## config.mk

```make
export PLATFORM = sky130hd
export DESIGN_NAME = ctx_tlb
export DESIGN_NICKNAME = d
export VERILOG_FILES = /design/src/rtl/tlb_pkg.sv /design/src/rtl/tlb_entry_array.sv /design/src/rtl/tlb_victim_sel.sv /design/src/rtl/tlb_perm_check.sv /design/src/rtl/ctx_tlb.sv
export SDC_FILE = /design/constraint.sdc
export NUM_CORES = 2
export LEC_CHECK = 0
export BUFFER_PORTS_ARGS = -buffer_cell sky130_fd_sc_hd__buf_2
export CORE_MARGIN = 2
export CORE_UTILIZATION = 30
export CTS_CLUSTER_DIAMETER = 50
export CTS_CLUSTER_SIZE = 30
export DETAILED_ROUTE_END_ITERATION = 8
export GPL_TIMING_DRIVEN = 0
export MAX_ROUTING_LAYER = met4
export PLACE_DENSITY = 0.56
export SYNTH_ARGS = -nofsm -noshare
export SYNTH_HDL_FRONTEND = slang
export SYNTH_SLANG_ARGS = --single-unit
```

## constraint.sdc

```tcl
create_clock -name clk -period 9.7 [get_ports clk]
set_input_delay 0.485 -clock clk [delete_from_list [all_inputs] [get_ports clk]]
set_output_delay 0.485 -clock clk [all_outputs]
set_load 0.005 [all_outputs]
```

## src/rtl/tlb_pkg.sv

```systemverilog
`timescale 1ns/1ps
// Package: shared types for the context-tagged TLB.
// Assumes access kinds fit in two bits; code 3 is reserved and always faults.
package tlb_pkg;

    typedef enum logic [1:0] {
        ACC_READ  = 2'b00,
        ACC_WRITE = 2'b01,
        ACC_EXEC  = 2'b10,
        ACC_RSVD  = 2'b11
    } acc_t;

    typedef struct packed {
        logic present;
        logic rd;
        logic wr;
        logic ex;
    } attr_t;

endpackage

```

## src/rtl/tlb_entry_array.sv

```systemverilog
`timescale 1ns/1ps
// Module: tlb_entry_array
// Holds N mapping entries and compares them against the lookup key and the
// fill key. Clears and writes happen at the clock edge, and a write to a slot
// overrides a clear of the same slot. Assumes fill_slot is valid whenever
// fill_go is high, and that at most one entry matches any page/context pair.
module tlb_entry_array
    import tlb_pkg::*;
#(
    parameter int N     = 16,
    parameter int VPN_W = 36,
    parameter int PPN_W = 28,
    parameter int CTX_W = 12,
    localparam int IDX_W = (N > 1) ? $clog2(N) : 1
) (
    input  logic             clk,
    input  logic             rst_n,
    input  logic [VPN_W-1:0] lk_vpn,
    input  logic [CTX_W-1:0] lk_ctx,
    input  logic             fill_go,
    input  logic [IDX_W-1:0] fill_slot,
    input  logic [VPN_W-1:0] fill_vpn,
    input  logic [CTX_W-1:0] fill_ctx,
    input  logic [PPN_W-1:0] fill_ppn,
    input  attr_t            fill_attr,
    input  logic             inv_en,
    input  logic [VPN_W-1:0] inv_vpn,
    input  logic             flush_all,
    input  logic             fctx_en,
    input  logic [CTX_W-1:0] fctx_id,
    output logic [N-1:0]     hit_vec,
    output logic [N-1:0]     fill_hit_vec,
    output logic [N-1:0]     valid_vec,
    output logic [PPN_W-1:0] rd_ppn,
    output attr_t            rd_attr
);

    logic             valid_q [N];
    logic [VPN_W-1:0] vpn_q   [N];
    logic [CTX_W-1:0] ctx_q   [N];
    logic [PPN_W-1:0] ppn_q   [N];
    attr_t            attr_q  [N];
    logic [N-1:0]     kill;

    // Per-entry comparators for lookup, fill and the removal commands.
    for (genvar g = 0; g < N; g++) begin : g_cmp
        assign valid_vec[g]    = valid_q[g];
        assign hit_vec[g]      = valid_q[g] && (vpn_q[g] == lk_vpn) && (ctx_q[g] == lk_ctx);
        assign fill_hit_vec[g] = valid_q[g] && (vpn_q[g] == fill_vpn) && (ctx_q[g] == fill_ctx);
        assign kill[g]         = flush_all
                               || (inv_en && (vpn_q[g] == inv_vpn))
                               || (fctx_en && (ctx_q[g] == fctx_id));
    end

    // Read mux: OR-reduce the payload of the single matching entry.
    always_comb begin
        rd_ppn  = '0;
        rd_attr = '0;
        for (int i = 0; i < N; i++) begin
            if (hit_vec[i]) begin
                rd_ppn  = rd_ppn | ppn_q[i];
                rd_attr = rd_attr | attr_q[i];
            end
        end
    end

    // Entry storage: removals first, then the fill overrides its own slot.
    always_ff @(posedge clk) begin
        if (!rst_n) begin
            for (int i = 0; i < N; i++) begin
                valid_q[i] <= 1'b0;
                vpn_q[i]   <= '0;
                ctx_q[i]   <= '0;
                ppn_q[i]   <= '0;
                attr_q[i]  <= '0;
            end
        end else begin
            for (int i = 0; i < N; i++) begin
                if (kill[i]) begin
                    valid_q[i] <= 1'b0;
                end
                if (fill_go && (fill_slot == IDX_W'(i))) begin
                    valid_q[i] <= 1'b1;
                    vpn_q[i]   <= fill_vpn;
                    ctx_q[i]   <= fill_ctx;
                    ppn_q[i]   <= fill_ppn;
                    attr_q[i]  <= fill_attr;
                end
            end
        end
    end

endmodule

```

## src/rtl/tlb_victim_sel.sv

```systemverilog
`timescale 1ns/1ps
// Module: tlb_victim_sel
// Picks the slot a fill writes to. An existing copy of the same page and
// context comes first, then the lowest invalid slot, then a round-robin
// pointer. The pointer moves only when it was used by an accepted fill.
module tlb_victim_sel #(
    parameter int N = 16,
    localparam int IDX_W = (N > 1) ? $clog2(N) : 1
) (
    input  logic             clk,
    input  logic             rst_n,
    input  logic [N-1:0]     valid_vec,
    input  logic [N-1:0]     fill_hit_vec,
    input  logic             fill_go,
    output logic [IDX_W-1:0] slot
);

    logic [IDX_W-1:0] rr_q;
    logic [IDX_W-1:0] match_idx;
    logic [IDX_W-1:0] free_idx;
    logic             match_any;
    logic             full;

    // Slot choice: same key, else lowest free, else pointer.
    always_comb begin
        match_any = |fill_hit_vec;
        full      = &valid_vec;
        match_idx = '0;
        free_idx  = '0;
        for (int i = 0; i < N; i++) begin
            if (fill_hit_vec[i]) begin
                match_idx = IDX_W'(i);
            end
        end
        for (int i = N - 1; i >= 0; i--) begin
            if (!valid_vec[i]) begin
                free_idx = IDX_W'(i);
            end
        end
        if (match_any) begin
            slot = match_idx;
        end else if (!full) begin
            slot = free_idx;
        end else begin
            slot = rr_q;
        end
    end

    // Round-robin pointer: advance after a fill that evicted by pointer.
    always_ff @(posedge clk) begin
        if (!rst_n) begin
            rr_q <= '0;
        end else if (fill_go && !match_any && full) begin
            rr_q <= (rr_q == IDX_W'(N - 1)) ? '0 : rr_q + 1'b1;
        end
    end

endmodule

```

## src/rtl/tlb_perm_check.sv

```systemverilog
`timescale 1ns/1ps
// Module: tlb_perm_check
// Decides whether a matching entry faults: not present, a missing
// permission for the requested access, or the reserved access code.
// Purely combinational; gives no fault when there is no match.
module tlb_perm_check
    import tlb_pkg::*;
(
    input  logic  hit,
    input  attr_t attr,
    input  acc_t  acc,
    output logic  fault
);

    logic allowed;

    // Permission lookup for the access kind.
    always_comb begin
        unique case (acc)
            ACC_READ:  allowed = attr.rd;
            ACC_WRITE: allowed = attr.wr;
            ACC_EXEC:  allowed = attr.ex;
            default:   allowed = 1'b0;
        endcase
        fault = hit && (!attr.present || !allowed);
    end

endmodule

```

## src/rtl/ctx_tlb.sv

```systemverilog
`timescale 1ns/1ps
// Module: ctx_tlb (top)
// Fully associative TLB with context tags and per-page permissions.
// Lookup is combinational. Fill, page invalidate, context flush and full
// flush take effect at the next clock edge. A fill that collides with a
// removal of the same page, the same context, or everything is dropped.
// Assumes 4 KiB pages (OFS_W = 12) and an external walker that services misses.
module ctx_tlb
    import tlb_pkg::*;
#(
    parameter int ENTRIES = 16,
    parameter int VPN_W   = 36,
    parameter int PPN_W   = 28,
    parameter int CTX_W   = 12,
    parameter int OFS_W   = 12
) (
    input  logic                   clk,
    input  logic                   rst_n,
    input  logic [VPN_W+OFS_W-1:0] lk_vaddr,
    input  logic [1:0]             lk_acc,
    input  logic [CTX_W-1:0]       lk_ctx,
    output logic [PPN_W+OFS_W-1:0] lk_paddr,
    output logic                   lk_hit,
    output logic                   lk_fault,
    input  logic                   fill_en,
    input  logic [VPN_W-1:0]       fill_vpn,
    input  logic [CTX_W-1:0]       fill_ctx,
    input  logic [PPN_W-1:0]       fill_ppn,
    input  logic                   fill_present,
    input  logic                   fill_rd,
    input  logic                   fill_wr,
    input  logic                   fill_ex,
    input  logic                   inv_en,
    input  logic [VPN_W-1:0]       inv_vpn,
    input  logic                   flush_all,
    input  logic                   fctx_en,
    input  logic [CTX_W-1:0]       fctx_id
);

    localparam int IDX_W = (ENTRIES > 1) ? $clog2(ENTRIES) : 1;

    logic [VPN_W-1:0]   lk_vpn;
    logic [ENTRIES-1:0] lk_match;
    logic [ENTRIES-1:0] fill_match;
    logic [ENTRIES-1:0] valid_vec;
    logic [PPN_W-1:0]   rd_ppn;
    attr_t              rd_attr;
    attr_t              fill_attr;
    logic [IDX_W-1:0]   fill_slot;
    logic               fill_go;
    logic               fault;

    assign lk_vpn    = lk_vaddr[VPN_W+OFS_W-1:OFS_W];
    assign fill_attr = '{present: fill_present, rd: fill_rd, wr: fill_wr, ex: fill_ex};

    // Fill acceptance: any same-cycle removal touching the fill key wins.
    always_comb begin
        fill_go = fill_en
               && !flush_all
               && !(inv_en && (inv_vpn == fill_vpn))
               && !(fctx_en && (fctx_id == fill_ctx));
    end

    tlb_entry_array #(
        .N(ENTRIES), .VPN_W(VPN_W), .PPN_W(PPN_W), .CTX_W(CTX_W)
    ) u_array (
        .clk          (clk),
        .rst_n        (rst_n),
        .lk_vpn       (lk_vpn),
        .lk_ctx       (lk_ctx),
        .fill_go      (fill_go),
        .fill_slot    (fill_slot),
        .fill_vpn     (fill_vpn),
        .fill_ctx     (fill_ctx),
        .fill_ppn     (fill_ppn),
        .fill_attr    (fill_attr),
        .inv_en       (inv_en),
        .inv_vpn      (inv_vpn),
        .flush_all    (flush_all),
        .fctx_en      (fctx_en),
        .fctx_id      (fctx_id),
        .hit_vec      (lk_match),
        .fill_hit_vec (fill_match),
        .valid_vec    (valid_vec),
        .rd_ppn       (rd_ppn),
        .rd_attr      (rd_attr)
    );

    tlb_victim_sel #(.N(ENTRIES)) u_victim (
        .clk          (clk),
        .rst_n        (rst_n),
        .valid_vec    (valid_vec),
        .fill_hit_vec (fill_match),
        .fill_go      (fill_go),
        .slot         (fill_slot)
    );

    tlb_perm_check u_perm (
        .hit   (lk_hit),
        .attr  (rd_attr),
        .acc   (acc_t'(lk_acc)),
        .fault (fault)
    );

    // Output formation: address only on a clean hit, offset passes through.
    always_comb begin
        lk_hit   = |lk_match;
        lk_fault = fault;
        lk_paddr = (lk_hit && !fault) ? {rd_ppn, lk_vaddr[OFS_W-1:0]} : '0;
    end

endmodule

```

==> impl_results.html <==
<table>
<tr><th>Metric</th><th>Value</th></tr>
<tr><th colspan="2">Worst setup path</th></tr>
<tr><td>Maximum fanout count along the critical path</td><td>10</td></tr>
<tr><td>Critical-path cell with the highest stage delay</td><td>sky130_fd_sc_hd__nor4bb_1</td></tr>
<tr><td>R2R setup slack</td><td>1490 ps</td></tr>
<tr><td>CP max stage delay</td><td>1330 ps</td></tr>
<tr><td>Largest delay contributor family on the critical path</td><td>buffers and inverters</td></tr>
<tr><td>Sort of element at the end of the critical path</td><td>output pin</td></tr>
<tr><td>Crit-path most repeated cell</td><td>sky130_fd_sc_hd__clkbuf_1</td></tr>
<tr><td>Worst path cell trace</td><td>clkbuf_1 -&gt; inv_1 -&gt; a222oi_1 -&gt; o2111ai_1 -&gt; nor3_1 -&gt; nor4bb_1 -&gt; clkbuf_1 -&gt; clkbuf_1 -&gt; clkbuf_1 -&gt; a221oi_1 -&gt; a41oi_1 -&gt; buf_2</td></tr>
<tr><td>Classification of the worst setup path</td><td>primary input to output pin</td></tr>
<tr><td>Arrival time at the worst endpoint</td><td>8680 ps</td></tr>
<tr><td>Setup crit start kind</td><td>primary input</td></tr>
<tr><td>Critical path buffers and inverters</td><td>6</td></tr>
<tr><td>CP Data Required Time</td><td>9220 ps</td></tr>
<tr><th colspan="2">Power</th></tr>
<tr><td>Pleak</td><td>31.4 nW</td></tr>
<tr><td>Ratio of total power to cell area</td><td>185 mW/mm2</td></tr>
<tr><td>Combinational power share</td><td>0.183</td></tr>
<tr><td>Switching power as a share of total power</td><td>0.353</td></tr>
<tr><td>Sw Pwr</td><td>0.00625 W</td></tr>
<tr><td>Clock power frac</td><td>0.417</td></tr>
<tr><td>Proportion of power drawn by flip-flops and latches</td><td>0.400</td></tr>
<tr><td>Internal power contribution</td><td>0.0114 W</td></tr>
<tr><td>Worst-case vdd ir drop</td><td>166 uV</td></tr>
<tr><th colspan="2">Timing</th></tr>
<tr><td>Worst hold slack across all endpoints</td><td>25.5 ps</td></tr>
<tr><td>Highest attainable clock frequency</td><td>0.109 GHz</td></tr>
<tr><td>Final hold violation count</td><td>0</td></tr>
<tr><td>Post-Route Setup TNS</td><td>0 ps</td></tr>
<tr><td>Total count of max-transition violations in the final report</td><td>257</td></tr>
<tr><td>Worst max-slew margin expressed relative to the limit</td><td>-0.129</td></tr>
<tr><td>Final setup vio count</td><td>0</td></tr>
<tr><td>Setup repair after global routing missed its margin</td><td>false</td></tr>
<tr><td>Shortest period the worst path allows</td><td>9160 ps</td></tr>
<tr><td>Slew at the pin with the worst max-slew slack</td><td>1690 ps</td></tr>
<tr><td>Final period util</td><td>0.945</td></tr>
<tr><td>Post-route clock skew</td><td>112 ps</td></tr>
<tr><th colspan="2">Synthesis</th></tr>
<tr><td>FFs w/ async S/R, synth</td><td>0</td></tr>
<tr><td>Yosys warning total</td><td>0</td></tr>
<tr><td>Sequential fraction of the synthesis area</td><td>0.495</td></tr>
<tr><td>Synth Flop Type</td><td>sky130_fd_sc_hd__edfxtp_1</td></tr>
<tr><td>Synthesized area per cell</td><td>11.6 um2</td></tr>
<tr><td>Count of flip-flops with a built-in enable after synthesis</td><td>1,295</td></tr>
<tr><td>Netlist area before placement</td><td>0.0787 mm2</td></tr>
<tr><td>Flops &amp; latches, synth</td><td>1,300</td></tr>
<tr><td>Net count after synthesis</td><td>6,983</td></tr>
<tr><td>Number of library cell types mapped by synthesis</td><td>80</td></tr>
<tr><td>Gate count after technology mapping</td><td>6,786</td></tr>
<tr><th colspan="2">Floorplanning</th></tr>
<tr><td>IO Count</td><td>238</td></tr>
<tr><td>Core area</td><td>0.262 mm2</td></tr>
<tr><td>Die X-Extent</td><td>516 um</td></tr>
<tr><td>Area of the die</td><td>0.266 mm2</td></tr>
<tr><td>Row Count</td><td>188</td></tr>
<tr><td>Starting Density</td><td>0.301</td></tr>
<tr><td>Die Span Y</td><td>516 um</td></tr>
<tr><th colspan="2">Routing</th></tr>
<tr><td>Detailed Route WL</td><td>701,000 um</td></tr>
<tr><td>DRC Markers</td><td>1</td></tr>
<tr><td>Routed length per instance</td><td>63.3 um</td></tr>
<tr><td>Average vias per placed instance</td><td>6.83</td></tr>
<tr><td>Number of search-and-repair iterations in the first detailed-routing pass</td><td>9</td></tr>
<tr><td>Detailed-route via count</td><td>75,658</td></tr>
<tr><td>Number of DRC markers after the initial detailed-route iteration</td><td>15,381</td></tr>
<tr><td>Number of routed nets with antenna violations</td><td>0</td></tr>
<tr><th colspan="2">Global routing</th></tr>
<tr><td>Via count of the first global-routing pass</td><td>66,907</td></tr>
<tr><td>Global-route wire length before repair</td><td>852,000 um</td></tr>
<tr><td>Global-route usage over all layers</td><td>0.530</td></tr>
<tr><td>Number of antenna violations at the first check in global routing</td><td>111</td></tr>
<tr><td>Sum of overflow across all layers after global routing</td><td>0</td></tr>
<tr><td>Pin count of the biggest net entering global routing</td><td>50</td></tr>
<tr><th colspan="2">Clocking</th></tr>
<tr><td>Hold buffer count at cts</td><td>20</td></tr>
<tr><td>CTS Root Buffer Type</td><td>sky130_fd_sc_hd__clkbuf_16</td></tr>
<tr><td>CTS max path bufs</td><td>4</td></tr>
<tr><td>Number of gates given a new drive strength after cts</td><td>0</td></tr>
<tr><td>H-Tree Level Count</td><td>4</td></tr>
<tr><td>CTS Sinks</td><td>1,300</td></tr>
<tr><td>Clock Pin Slew Worst Setup and Hold Paths</td><td>70 ps</td></tr>
<tr><td>CTS tree</td><td>built</td></tr>
<tr><td>Clock network latency to the later pin of the worst-skew pair</td><td>990 ps</td></tr>
<tr><td>Setup Fix Bufs, Post-CTS</td><td>0</td></tr>
<tr><td>Cts bufs inserted</td><td>189</td></tr>
<tr><th colspan="2">Placed design</th></tr>
<tr><td>Last weighted congestion value of the routability-driven placer</td><td>1.14</td></tr>
<tr><td>Post-DP HPWL</td><td>524,000 um</td></tr>
<tr><td>Standard cell area after detailed placement</td><td>0.0886 mm2</td></tr>
<tr><td>Buffers on Ports</td><td>101</td></tr>
<tr><th colspan="2">Hold path</th></tr>
<tr><td>Min-Delay Path Class</td><td>primary input to flip-flop</td></tr>
<tr><th colspan="2">Run</th></tr>
<tr><td>Max-cap viol count</td><td>30</td></tr>
<tr><th colspan="2">Run status</th></tr>
<tr><td>Status</td><td>finished, violations left</td></tr>
<tr><td>Failing checks</td><td>design-rule violations, max-capacitance violations, max-slew violations</td></tr>
<tr><th colspan="2">Layout</th></tr>
<tr><td>Share of final-layout standard cells stronger than drive strength 1</td><td>0.196</td></tr>
<tr><td>Layout net count</td><td>7,516</td></tr>
<tr><td>Final cell area excluding filler cells</td><td>0.0956 mm2</td></tr>
<tr><td>Filler cells</td><td>25,827</td></tr>
<tr><td>Area growth from synthesis to final layout</td><td>21.5%</td></tr>
</table>
==> stage by stage <==
stage,cells,power [W],utilization,setup slack (ps)
4_1_cts,10984,0.0173,0.365,1220
6_report,11081,0.0177,0.366,536
5_1_grt,11047,0.0177,0.365,970
3_3_place_gp,10402,0.0100,0.320,-12750
2_1_floorplan,6786,0.00821,-,75.0
3_5_place_dp,10621,0.0101,0.339,934
==> tightest hold or removal path: cells and delay by family <==
kind | cells | cell delay [ps]
buffers and inverters | 1 | 100
AND/OR/NAND/NOR | 2 | 230
==> synth_stat cells (all sizes together), types with 3 or more instances <==
| cell | count | area share |
|---|---|---|
| a21oi | 17 | 0.0011 |
| nand2 | 138 | 0.0066 |
| inv | 222 | 0.011 |
| nand4 | 336 | 0.027 |
| o2111a | 4 | 0.00057 |
| o2bb2ai | 10 | 0.0011 |
| o221ai | 12 | 0.0013 |
| a22oi | 38 | 0.0036 |
| xor2 | 961 | 0.11 |
| a2111o | 6 | 0.00086 |
| o22ai | 38 | 0.0030 |
| o211ai | 10 | 0.00095 |
| nand3 | 64 | 0.0041 |
| or4 | 22 | 0.0021 |
| dfxtp | 5 | 0.0013 |
| nor4 | 634 | 0.063 |
| or3 | 4 | 0.00032 |
| buf | 309 | 0.023 |
| a22o | 106 | 0.012 |
| a211oi | 3 | 0.00029 |
| a222oi | 24 | 0.0031 |
| a31oi | 11 | 0.0011 |
| nor2 | 287 | 0.014 |
| edfxtp | 1295 | 0.49 |
| a2bb2oi | 4 | 0.00045 |
| o21bai | 5 | 0.00048 |
| o21ai | 31 | 0.0020 |
| or2 | 7 | 0.00056 |
| a221oi | 113 | 0.013 |
| o2111ai | 30 | 0.0033 |
| and2 | 7 | 0.00056 |
| a32oi | 4 | 0.00045 |
| nor2b | 37 | 0.0029 |
| clkbuf | 324 | 0.015 |
| and3 | 7 | 0.00062 |
| nor4b | 3 | 0.00041 |
| nor3 | 297 | 0.030 |
| a221o | 11 | 0.0014 |
| and4 | 15 | 0.0017 |
| a41oi | 26 | 0.0029 |
| o31ai | 16 | 0.0015 |
| nand2b | 75 | 0.0060 |
| xnor2 | 1174 | 0.13 |
| a2111oi | 17 | 0.0023 |
==> cell type report <==
type	count	area, um2	share of cell area
clock buffers	201	4800	0.0501
diodes	95	238	0.00249
flip-flops and latches	1300	39000	0.408
inverters	224	841	0.00879
plain buffers	633	3200	0.0335
repair buffers	342	5220	0.0546
clock inverters	142	1720	0.0180
well taps	3515	4400	0.0460
multi-input cells	4629	36200	0.379
==> path summary, 6_finish.rpt <==
check,startpoint,to,cells past startpoint
worst min register to register,u_victim.rr_q[3],u_victim.rr_q[3],2
worst max-delay path,lk_vaddr[19],lk_paddr[39],12
worst max register to register,u_array.vpn_q[6][34],u_array.vpn_q[0][71],12
worst min-delay path,fill_ppn[18],u_array.ppn_q[0][186],3
==> sequential cells by signal, summed over array words and instances, names as in the netlist <==
| register | count |
|---|---|
| u_array.attr_q | 64 |
| u_array.vpn_q | 576 |
| u_array.ctx_q | 192 |
| u_array.ppn_q | 448 |
| u_array.valid_q | 16 |
| u_victim.rr_q | 4 |
==> cell families (layout without fill, tap and decap cells) <==
family                     count (synthesis)  count (layout)  share of synthesized area
adders and majority gates                  1               1                   0.000159
AOI/OAI and AO/OA                        550             550                     0.0578
other                                      0              95                          0
muxes                                      2               2                   0.000254
and+or+nand+nor                         1941            1941                      0.160
xor gates and xnor gates                2135            2135                      0.238
DFF                                     1300            1300                      0.495
buffers and inverters                    857            1542                     0.0487
==> power groups by stage <==
stage / logic, W / registers [W] / clock network (W)
after floorplan: 0.00133 / 0.00688 / 0
after global placement: 0.00275 / 0.00726 / 0
after detailed placement: 0.00296 / 0.00715 / 0
after CTS: 0.00298 / 0.00703 / 0.00730
after global routing: 0.00312 / 0.00704 / 0.00750
final: 0.00324 / 0.00708 / 0.00737
==> cell usage in the layout, fill, tap and decap left out, types with 32 or more instances in the layout <==
cell,count
sky130_fd_sc_hd__xnor2_1,1174
sky130_fd_sc_hd__o22ai_1,38
sky130_fd_sc_hd__inv_6,32
sky130_fd_sc_hd__buf_6,42
sky130_fd_sc_hd__edfxtp_1,1295
sky130_fd_sc_hd__buf_2,326
sky130_fd_sc_hd__diode_2,95
sky130_fd_sc_hd__nor3_1,118
sky130_fd_sc_hd__inv_1,219
sky130_fd_sc_hd__clkbuf_1,194
sky130_fd_sc_hd__clkbuf_2,141
sky130_fd_sc_hd__buf_12,87
sky130_fd_sc_hd__xor2_1,961
sky130_fd_sc_hd__buf_8,40
sky130_fd_sc_hd__a22o_1,106
sky130_fd_sc_hd__clkbuf_16,190
sky130_fd_sc_hd__nor4_1,458
sky130_fd_sc_hd__nand2_1,134
sky130_fd_sc_hd__nand3_1,64
sky130_fd_sc_hd__nand2b_1,75
sky130_fd_sc_hd__buf_4,42
sky130_fd_sc_hd__nor3_2,179
sky130_fd_sc_hd__nor2b_1,37
sky130_fd_sc_hd__nand4_1,336
sky130_fd_sc_hd__buf_16,72
sky130_fd_sc_hd__a22oi_1,38
sky130_fd_sc_hd__nor4_2,174
sky130_fd_sc_hd__nor2_1,287
sky130_fd_sc_hd__a221oi_1,113
==> layer usage <==
layer / vias up / wire length (um) / GRT usage
met1: 38801 / 248000 / 0.602
met5: - / 0 / -
met3: 2579 / 96900 / 0.224
met4: 0 / 80400 / 0.469
li1: 26102 / - / -
met2: 8176 / 275000 / 0.703
(Power assumes the default switching activity.)
